--- config.mk ---
export PLATFORM = sky130hd
export DESIGN_NAME = pattern_watch
export DESIGN_NICKNAME = d
export VERILOG_FILES = /design/src/rtl/pw_pkg.sv /design/src/rtl/pw_sync.sv /design/src/rtl/pw_tick.sv /design/src/rtl/pw_detect.sv /design/src/rtl/pw_strobe.sv /design/src/rtl/pattern_watch.sv
export SDC_FILE = /design/constraint.sdc
export NUM_CORES = 1
export LEC_CHECK = 0
export ABC_AREA = 1
export BUFFER_PORTS_ARGS = -buffer_cell sky130_fd_sc_hd__buf_2
export CORE_ASPECT_RATIO = 0.5
export CORE_MARGIN = 8
export CORE_UTILIZATION = 46
export CTS_CLUSTER_SIZE = 25
export DETAILED_ROUTE_END_ITERATION = 6
export PLACE_DENSITY = 0.75
export SLEW_MARGIN = 20
export SYNTH_ARGS = -nofsm -noshare
export SYNTH_HDL_FRONTEND = slang
export SYNTH_SLANG_ARGS = --single-unit
--- constraint.sdc ---
create_clock -name clk -period 1.1 [get_ports clk]
set_input_delay 0.165 -clock clk [delete_from_list [all_inputs] [get_ports clk]]
set_output_delay 0.165 -clock clk [all_outputs]
set_load 0.005 [all_outputs]
--- src/rtl/pw_pkg.sv ---
// Package: shared widths, register addresses and the detection mode type.
package pw_pkg;
    localparam int DW = 8;
    localparam int AW = 3;

    localparam logic [AW-1:0] RA_PORTA = 3'd0;
    localparam logic [AW-1:0] RA_PORTB = 3'd1;
    localparam logic [AW-1:0] RA_DIR   = 3'd2;
    localparam logic [AW-1:0] RA_MASK  = 3'd3;
    localparam logic [AW-1:0] RA_CMP   = 3'd4;
    localparam logic [AW-1:0] RA_CTRL  = 3'd5;
    localparam logic [AW-1:0] RA_WAKE  = 3'd6;

    localparam int CTL_IE    = 0;
    localparam int CTL_MODE  = 3;
    localparam int CTL_DET   = 6;
    localparam int CTL_STB   = 7;

    typedef enum logic [1:0] {
        MODE_OFF   = 2'b00,
        MODE_RSVD  = 2'b01,
        MODE_EVENT = 2'b10,
        MODE_MATCH = 2'b11
    } det_mode_e;
endpackage

--- src/rtl/pw_sync.sv ---
// Module: pw_sync
// Two-flop synchroniser for a bus of asynchronous pins.
// Assumes each bit is treated independently, so bus skew is acceptable.
module pw_sync #(
    parameter int W = 8
) (
    input  logic         clk,
    input  logic         rst_n,
    input  logic [W-1:0] d,
    output logic [W-1:0] q
);
    logic [W-1:0] stage1;

    // Move the pins through two register stages.
    always_ff @(posedge clk) begin
        if (!rst_n) begin
            stage1 <= '0;
            q      <= '0;
        end else begin
            stage1 <= d;
            q      <= stage1;
        end
    end
endmodule

--- src/rtl/pw_tick.sv ---
// Module: pw_tick
// Makes a one-clock sampling pulse once every DIV clocks.
// Assumes DIV >= 2. The first pulse comes DIV clocks after reset is released.
module pw_tick #(
    parameter int DIV = 6
) (
    input  logic clk,
    input  logic rst_n,
    output logic tick
);
    localparam int CW = (DIV > 2) ? $clog2(DIV) : 1;
    localparam logic [CW-1:0] LAST = CW'(DIV - 1);

    logic [CW-1:0] cnt;

    assign tick = (cnt == LAST);

    // Count clocks and wrap at the end of each period.
    always_ff @(posedge clk) begin
        if (!rst_n)    cnt <= '0;
        else if (tick) cnt <= '0;
        else           cnt <= cnt + 1'b1;
    end
endmodule

--- src/rtl/pw_detect.sv ---
// Module: pw_detect
// Samples the synchronised port at each tick and runs the change or match
// detection on the considered bits. It keeps the sticky detection flag.
// Assumes care/cmp/mode are register outputs that are stable around the tick.
module pw_detect
    import pw_pkg::*;
#(
    parameter int W = 8
) (
    input  logic         clk,
    input  logic         rst_n,
    input  logic         tick,
    input  logic [W-1:0] sync_val,
    input  logic [W-1:0] care,
    input  logic [W-1:0] cmp,
    input  det_mode_e    mode,
    input  logic         clr,
    output logic [W-1:0] samp,
    output logic         flag
);
    logic cond_now;
    logic cond_prev;
    logic changed;
    logic hit;

    assign cond_now = (((sync_val ^ cmp) & care) == '0);
    assign changed  = (((sync_val ^ samp) & care) != '0);

    // Decide whether this tick produces a detection in the current mode.
    always_comb begin
        hit = 1'b0;
        if (tick) begin
            case (mode)
                MODE_EVENT: hit = changed;
                MODE_MATCH: hit = cond_now && !cond_prev;
                default:    hit = 1'b0;
            endcase
        end
    end

    // Hold the sample, the previous match state and the sticky flag.
    always_ff @(posedge clk) begin
        if (!rst_n) begin
            samp      <= '0;
            cond_prev <= 1'b0;
            flag      <= 1'b0;
        end else begin
            if (tick) begin
                samp      <= sync_val;
                cond_prev <= cond_now;
            end
            if (hit)      flag <= 1'b1;
            else if (clr) flag <= 1'b0;
        end
    end
endmodule

--- src/rtl/pw_strobe.sv ---
// Module: pw_strobe
// Captures the synchronised port B value on a rising strobe edge and
// keeps a sticky strobe flag.
// Assumes the strobe and data come through synchronisers of equal depth.
module pw_strobe #(
    parameter int W = 4
) (
    input  logic         clk,
    input  logic         rst_n,
    input  logic         stb_s,
    input  logic [W-1:0] data_s,
    input  logic         clr,
    output logic [W-1:0] latch,
    output logic         flag
);
    logic stb_d;
    logic rise;

    assign rise = stb_s && !stb_d;

    // Find the strobe edge, capture the data and set the flag.
    always_ff @(posedge clk) begin
        if (!rst_n) begin
            stb_d <= 1'b0;
            latch <= '0;
            flag  <= 1'b0;
        end else begin
            stb_d <= stb_s;
            if (rise) latch <= data_s;
            if (rise)     flag <= 1'b1;
            else if (clr) flag <= 1'b0;
        end
    end
endmodule

--- src/rtl/pattern_watch.sv ---
// Module: pattern_watch (top)
// Register file, port A direction and output latch, read mux, and the
// interrupt and wake gating around the sampler, detector and strobe blocks.
// Assumes a single-cycle write strobe and a combinational read.
module pattern_watch
    import pw_pkg::*;
#(
    parameter int SAMPLE_DIV = 6,
    parameter int PB_W       = 4
) (
    input  logic            clk,
    input  logic            rst_n,
    input  logic            wr_en,
    input  logic [2:0]      addr,
    input  logic [7:0]      wdata,
    output logic [7:0]      rdata,
    input  logic [7:0]      pa_in,
    output logic [7:0]      pa_out,
    output logic [7:0]      pa_oe,
    input  logic [PB_W-1:0] pb_in,
    input  logic            pb_stb,
    output logic            irq,
    output logic            wake_req
);
    logic [DW-1:0]   dir_q, out_q, mask_q, cmp_q;
    logic            ie_q, wake_en_q;
    det_mode_e       mode_q;
    logic [DW-1:0]   pa_s, samp;
    logic [PB_W-1:0] pb_s, pb_latch;
    logic            stb_s, tick, det_flag, stb_flag;
    logic            ctrl_wr, det_clr, stb_clr;
    logic [DW-1:0]   care, porta_rd, ctrl_rd;

    assign ctrl_wr = wr_en && (addr == RA_CTRL);
    assign det_clr = ctrl_wr && wdata[CTL_DET];
    assign stb_clr = ctrl_wr && wdata[CTL_STB];
    assign care    = ~mask_q & ~dir_q;

    pw_sync #(.W(DW))   u_sync_a (.clk(clk), .rst_n(rst_n), .d(pa_in),  .q(pa_s));
    pw_sync #(.W(PB_W)) u_sync_b (.clk(clk), .rst_n(rst_n), .d(pb_in),  .q(pb_s));
    pw_sync #(.W(1))    u_sync_s (.clk(clk), .rst_n(rst_n), .d(pb_stb), .q(stb_s));

    pw_tick #(.DIV(SAMPLE_DIV)) u_tick (.clk(clk), .rst_n(rst_n), .tick(tick));

    pw_detect #(.W(DW)) u_det (
        .clk(clk), .rst_n(rst_n), .tick(tick), .sync_val(pa_s), .care(care),
        .cmp(cmp_q), .mode(mode_q), .clr(det_clr), .samp(samp), .flag(det_flag)
    );

    pw_strobe #(.W(PB_W)) u_stb (
        .clk(clk), .rst_n(rst_n), .stb_s(stb_s), .data_s(pb_s),
        .clr(stb_clr), .latch(pb_latch), .flag(stb_flag)
    );

    // Host writes into the configuration registers.
    always_ff @(posedge clk) begin
        if (!rst_n) begin
            dir_q     <= '0;
            out_q     <= '0;
            mask_q    <= '0;
            cmp_q     <= '0;
            ie_q      <= 1'b0;
            mode_q    <= MODE_OFF;
            wake_en_q <= 1'b0;
        end else if (wr_en) begin
            case (addr)
                RA_PORTA: out_q  <= wdata;
                RA_DIR:   dir_q  <= wdata;
                RA_MASK:  mask_q <= wdata;
                RA_CMP:   cmp_q  <= wdata;
                RA_CTRL: begin
                    ie_q   <= wdata[CTL_IE];
                    mode_q <= det_mode_e'(wdata[CTL_MODE+1:CTL_MODE]);
                end
                RA_WAKE:  wake_en_q <= wdata[0];
                default: ;
            endcase
        end
    end

    assign porta_rd = (dir_q & out_q) | (~dir_q & samp);

    // Put together the control and status byte.
    always_comb begin
        ctrl_rd = '0;
        ctrl_rd[CTL_IE] = ie_q;
        ctrl_rd[CTL_MODE+1:CTL_MODE] = mode_q;
        ctrl_rd[CTL_DET] = det_flag;
        ctrl_rd[CTL_STB] = stb_flag;
    end

    // Read mux by address.
    always_comb begin
        case (addr)
            RA_PORTA: rdata = porta_rd;
            RA_PORTB: rdata = DW'(pb_latch);
            RA_DIR:   rdata = dir_q;
            RA_MASK:  rdata = mask_q;
            RA_CMP:   rdata = cmp_q;
            RA_CTRL:  rdata = ctrl_rd;
            RA_WAKE:  rdata = {7'd0, wake_en_q};
            default:  rdata = '0;
        endcase
    end

    assign pa_out   = out_q;
    assign pa_oe    = dir_q;
    assign irq      = ie_q && (det_flag || stb_flag);
    assign wake_req = wake_en_q && det_flag;
endmodule

## Word-level counts from Yosys, hierarchy flattened

Index checks and enable logic that the tools add are counted.

- Bits in registers: 81
- Input bits: 27
- Output and inout bits: 26
- Logic and storage cells: 70

- Add/subtract/negate cells: 1
- Equal/unequal tests: 9
- Mux-type cells: 7
- Bitwise gates (word level): 11
- Reductions and logical operators: 22

Operators with widths:

| operator | count |
|---|---|
| $pmux W8 S7 | 1 |
| $and A8 B8 Y8 | 5 |
| $not A8 Y8 | 2 |
| $xor A8 B8 Y8 | 2 |
| $eq A3 B3 Y1 const B | 4 |
| $reduce_and A2 Y1 | 6 |
| $logic_not A8 Y1 | 1 |
| $or A8 B8 Y8 | 1 |
| $reduce_bool A8 Y1 | 1 |
| $logic_and A1 B1 Y1 | 7 |
| $eq A3 B2 Y1 const B | 2 |
| $mux W1 | 5 |
| $eq A2 B2 Y1 const B | 2 |
| $reduce_bool A2 Y1 | 2 |
| $add A3 B1 Y3 const B | 1 |
| $eq A3 B1 Y1 const B | 1 |
| $logic_not A3 Y1 | 1 |
| $logic_not A1 Y1 | 2 |
| $pmux W1 S2 | 1 |
| $reduce_or A2 Y1 | 1 |
| $logic_or A1 B1 Y1 | 1 |
| $not A1 Y1 | 1 |

## Depth between registers and ports, before layout

- Depth after elaboration: 8
- Gate-level depth with buffers: 10
- Gate-level depth less buffers: 10

## Hierarchy

Synthesis repeated with hierarchy kept, for this count alone.

- Cell total of the unflattened synthesis: 594
- Area total of the unflattened synthesis: 3956.3 µm²

Modules (own cells, without submodules):

| module | times used | cells an instance | area an instance (µm²) |
|---|---|---|---|
| pattern_watch | 1 | 337 | 2125.8 |
| pw_detect | 1 | 124 | 693.2 |
| pw_sync (u_sync_a) | 1 | 50 | 484.2 |
| pw_strobe | 1 | 35 | 240.2 |
| pw_sync (u_sync_b) | 1 | 25 | 225.2 |
| pw_tick | 1 | 17 | 132.6 |
| pw_sync (u_sync_s) | 1 | 6 | 55.1 |

## Worst setup path after synthesis

Ideal clock, no wire load.

- Path type: flip-flop to flip-flop
- Start: register u_tick.cnt[0]
- End: register u_det.samp[1]
- Data arrival time: 0.996 ns
- Data required time: 0.966 ns
- Path slack: -0.030 ns
- Stages on the path, launching flop included: 6
- Clock period less this slack: 1.130 ns
- Path through: dfxtp_1 -> ha_1 -> nand2_1 -> nand2_1 -> clkbuf_1 -> o22ai_1

- Cells in the longest elaborated chain, start to end: 1

Ends and longest elaborated chain:

| what | line | text |
|---|---|---|
| from (decl) | pw_tick.sv:14 | `logic [CW-1:0] cnt;` |
| from (signal assigned) | pw_tick.sv:22 | `else cnt <= cnt + 1'b1;` |
| $eq A3 B3 Y1 | pw_tick.sv:16 | `assign tick = (cnt == LAST);` |
| to (signal assigned) | pw_detect.sv:49 | `samp <= sync_val;` |
| to (decl) | pw_detect.sv:18 | `output logic [W-1:0] samp,` |

Every way passes these cells.
A chain may end at the register's enable or synchronous reset.

## Worst setup path in the final report

- Start: register u_det.samp[2]
- End: output rdata[2]

- Cells in the longest elaborated chain, start to end: 3

Ends and longest elaborated chain:

| what | line | text |
|---|---|---|
| $and A8 B8 Y8 | pattern_watch.sv:81 | `assign porta_rd = (dir_q & out_q) \| (~dir_q & samp);` |
| $or A8 B8 Y8 | pattern_watch.sv:81 |  |
| $pmux W8 S7 | pattern_watch.sv:94 | `case (addr)` |
| to (decl) | pattern_watch.sv:16 | `output logic [7:0] rdata,` |

Every way passes these cells.

==> metrics.yaml <==
outcome:
  outcome: "complete, but fails checks"
  violations: "DRC, setup timing"
synth:
  ys_ff_latch: 81
  syn_area_um2: 3410
  synth_fp_nets: 498
  ys_types: 32
  syn-mean-instance-area_um2: 7.28
  seq_area_frac_synth: 0.475
  synth_cells: 469
  yosysWarnings: 0
worst_hold_path:
  hp-class: "primary input to flip-flop"
  min_path_cells: 3
  hold_end: "u_sync_b.stage1[2]"
  hp-start: "pb_in[2]"
timing:
  setup_viol: 15
  setup_ws_ns: -0.392
  slew_headroom: 0.763
  hold_violations: 0
  finClkSkew_ns: 0.00416
  period_needed_ns: 1.49
  worst_hold_slack_ns: 0.00300
  max_freq_ghz: 0.670
  tns_ns: -2.79
  finalCritPeriodShare: 1.36
  drv_slew: 0
  worst_slew_pin_slew_ns: 0.354
  rsz0062_at_grt: "true"
route:
  wl_met2_mm: 5.16
  dr.max_layer_used: "met4"
  drt_iter0_drc: 433
  first_pass_iters: 7
  wl_per_cell_um: 16.0
  ant_nets: 0
  met3_length_mm: 1.08
  drc: 6
  drt-vias-per-instance: 5.35
  wl_met1_mm: 4.42
  wl_mm: 11.1
  num_vias: 3695
setup_path:
  cpMaxStageDelayCell: "dfxtp_1"
  path_class: "flip-flop to output port"
  reg2regPathDepth: 10
  worstPathRequired_ns: 0.94
  cp-start-kind: "flip-flop"
  arrival_ns: 1.33
  crit_path_max_fanout: 3
  slowest_delay_ns: 0.33
  reg2reg_to: "u_det.flag"
  r2r_slack_ns: -0.15
  rr_startpoint: "pa_oe[5]"
  path_cells: "inv_1 -> o21ai_0 -> nand2_1 -> o2111ai_2 -> buf_2"
  critPathCaptureType: "output port"
cells_and_area:
  area_growth_pct: 47.3
  fin_nets: 619
  antenna_cells: 0
  final_cell_mix: "nand2_1, inv_1, dfxtp_1"
  layout_commonest_cell: "nand2_1"
  drive_gt1_frac: 0.417
cts:
  cts_buffers: 9
  clk_latency_ns: 0.34
  clock_path_buffers: 2
  clock_tree.root_cell: "clkbuf_16"
  path_clk_slew_ns: 0.06
  cts_tree: "done"
  clkSinkCount: 81
  htreeDepth: 3
place:
  place_hpwl_mm: 6.53
  gp_congestion: 0.833
  io_buffers: 52
floorplan:
  die_y_um: 76.9
  io_pins: 53
  design.die.area_um2: 10600
  die_w_um: 138
  fp-row-count: 22
  start_util: 0.470
  core-area_um2: 7270
power:
  leakage_nw: 2.41
  power.density_nw_per_um2: 1430
  ir_drop_uv: 950
grt:
  antenna_found_initial: 0
  grt-ovfl-total: 0
  grt_pass1_vias: 3115
  grt_max_degree: 38
  grt_first_pass_wirelength_mm: 15.2
  grtUsageTotal: 0.183
flow_run:
  max-cap-violations: 0
## per-layer routing
layer,global-route usage,vias up
li1,-,1750
met2,0.288,219
met3,0.0540,50
met4,0.0852,0
met1,0.224,1676
met5,0,-
## kinds of logic (layout without fill, tap and decap cells)
group                    Yosys count  count (layout)  synth area share
flip-flops                        81              81             0.475
XOR/XNOR                           1               1           0.00257
buffers and inverters             92             218             0.109
adder cells (fa/ha/maj)            2               2           0.00733
AND/OR/NAND/NOR                  195             195             0.246
AO/OA/AOI/OAI                     98              98             0.159
## flip-flops by register name, indices dropped and copies added (netlist names), 2 cells and up
register         cells
cmp_q                8
mask_q               8
pa_oe                8
pa_out               8
u_det.samp           8
u_sync_a.q           8
u_sync_a.stage1      8
u_stb.latch          4
u_sync_b.q           4
u_sync_b.stage1      4
u_tick.cnt           3
mode_q               2
## critical path: cells and delay by family, from the launching register on
kind	cells	cell delay, ns
flip-flops	1	0.33
AO/OA/AOI/OAI	2	0.31
buffers and inverters	2	0.23
AND/OR/NAND/NOR	1	0.12
## cells in the mapped netlist (all sizes together)
cell type	n	area share
clkbuf	10	0.011
nor3	5	0.017
clkinv	1	0.0026
a21oi	37	0.056
a221oi	1	0.0026
a32o	1	0.0029
a22oi	1	0.0022
nand2	115	0.13
buf	3	0.0088
nor2	41	0.046
o22ai	14	0.026
o211ai	1	0.0022
inv	78	0.087
ha	2	0.0073
xnor2	1	0.0026
o2111ai	2	0.0051
o21ai	41	0.062
nand3	32	0.047
dfxtp	81	0.48
nand4	2	0.0037
## how the worst max path moves through the flow
stage	start	to	slack, ns
after floorplan	addr[2]	rdata[0]	0.04
after global placement	addr[2]	rdata[1]	-0.26
after detailed placement	addr[2]	rdata[1]	-0.36
after CTS	pa_oe[1]	rdata[1]	-0.32
after global routing	u_det.samp[2]	rdata[2]	-0.46
final	u_det.samp[2]	rdata[2]	-0.39
## power by group
part           leakage, nW  internal (mW)  switching [mW]  total [mW]
registers            0.677           3.04          0.0746        3.12
clock network        0.157           2.11            1.13        3.24
logic                 1.58          0.362           0.457       0.820
## layout make-up
type / count / area, µm²
inverters: 79 / 307
clock buffers: 14 / 264
fillers: 546 / 2240
repair buffers: 123 / 938
flip-flops and latches: 81 / 1670
well taps: 96 / 120
multi-input cells: 296 / 1670
clock inverters: 2 / 60.1
## through the flow
stage / power (mW) / std cells / utilization / setup slack, ns / area (µm²)
5_1_grt: 7.42 / 691 / 0.692 / -0.460 / 5030
3_3_place_gp: 3.78 / 650 / 0.565 / -0.260 / 4110
3_5_place_dp: 3.79 / 650 / 0.565 / -0.356 / 4110
4_1_cts: 7.06 / 681 / 0.645 / -0.321 / 4690
2_1_floorplan: 3.49 / 469 / - / 0.0355 / 3410
6_report: 7.18 / 691 / 0.692 / -0.392 / 5030
## repair_timing
item | CTS | global route
setup buffers | 10 | 11
resized for setup | 62 | 81
pin swaps | 23 | 32
endpoints found under the hold margin | 6 | 0
endpoints found under the setup margin | 25 | 32
hold buffers | 6 | 0
(Power assumes the default switching activity.)
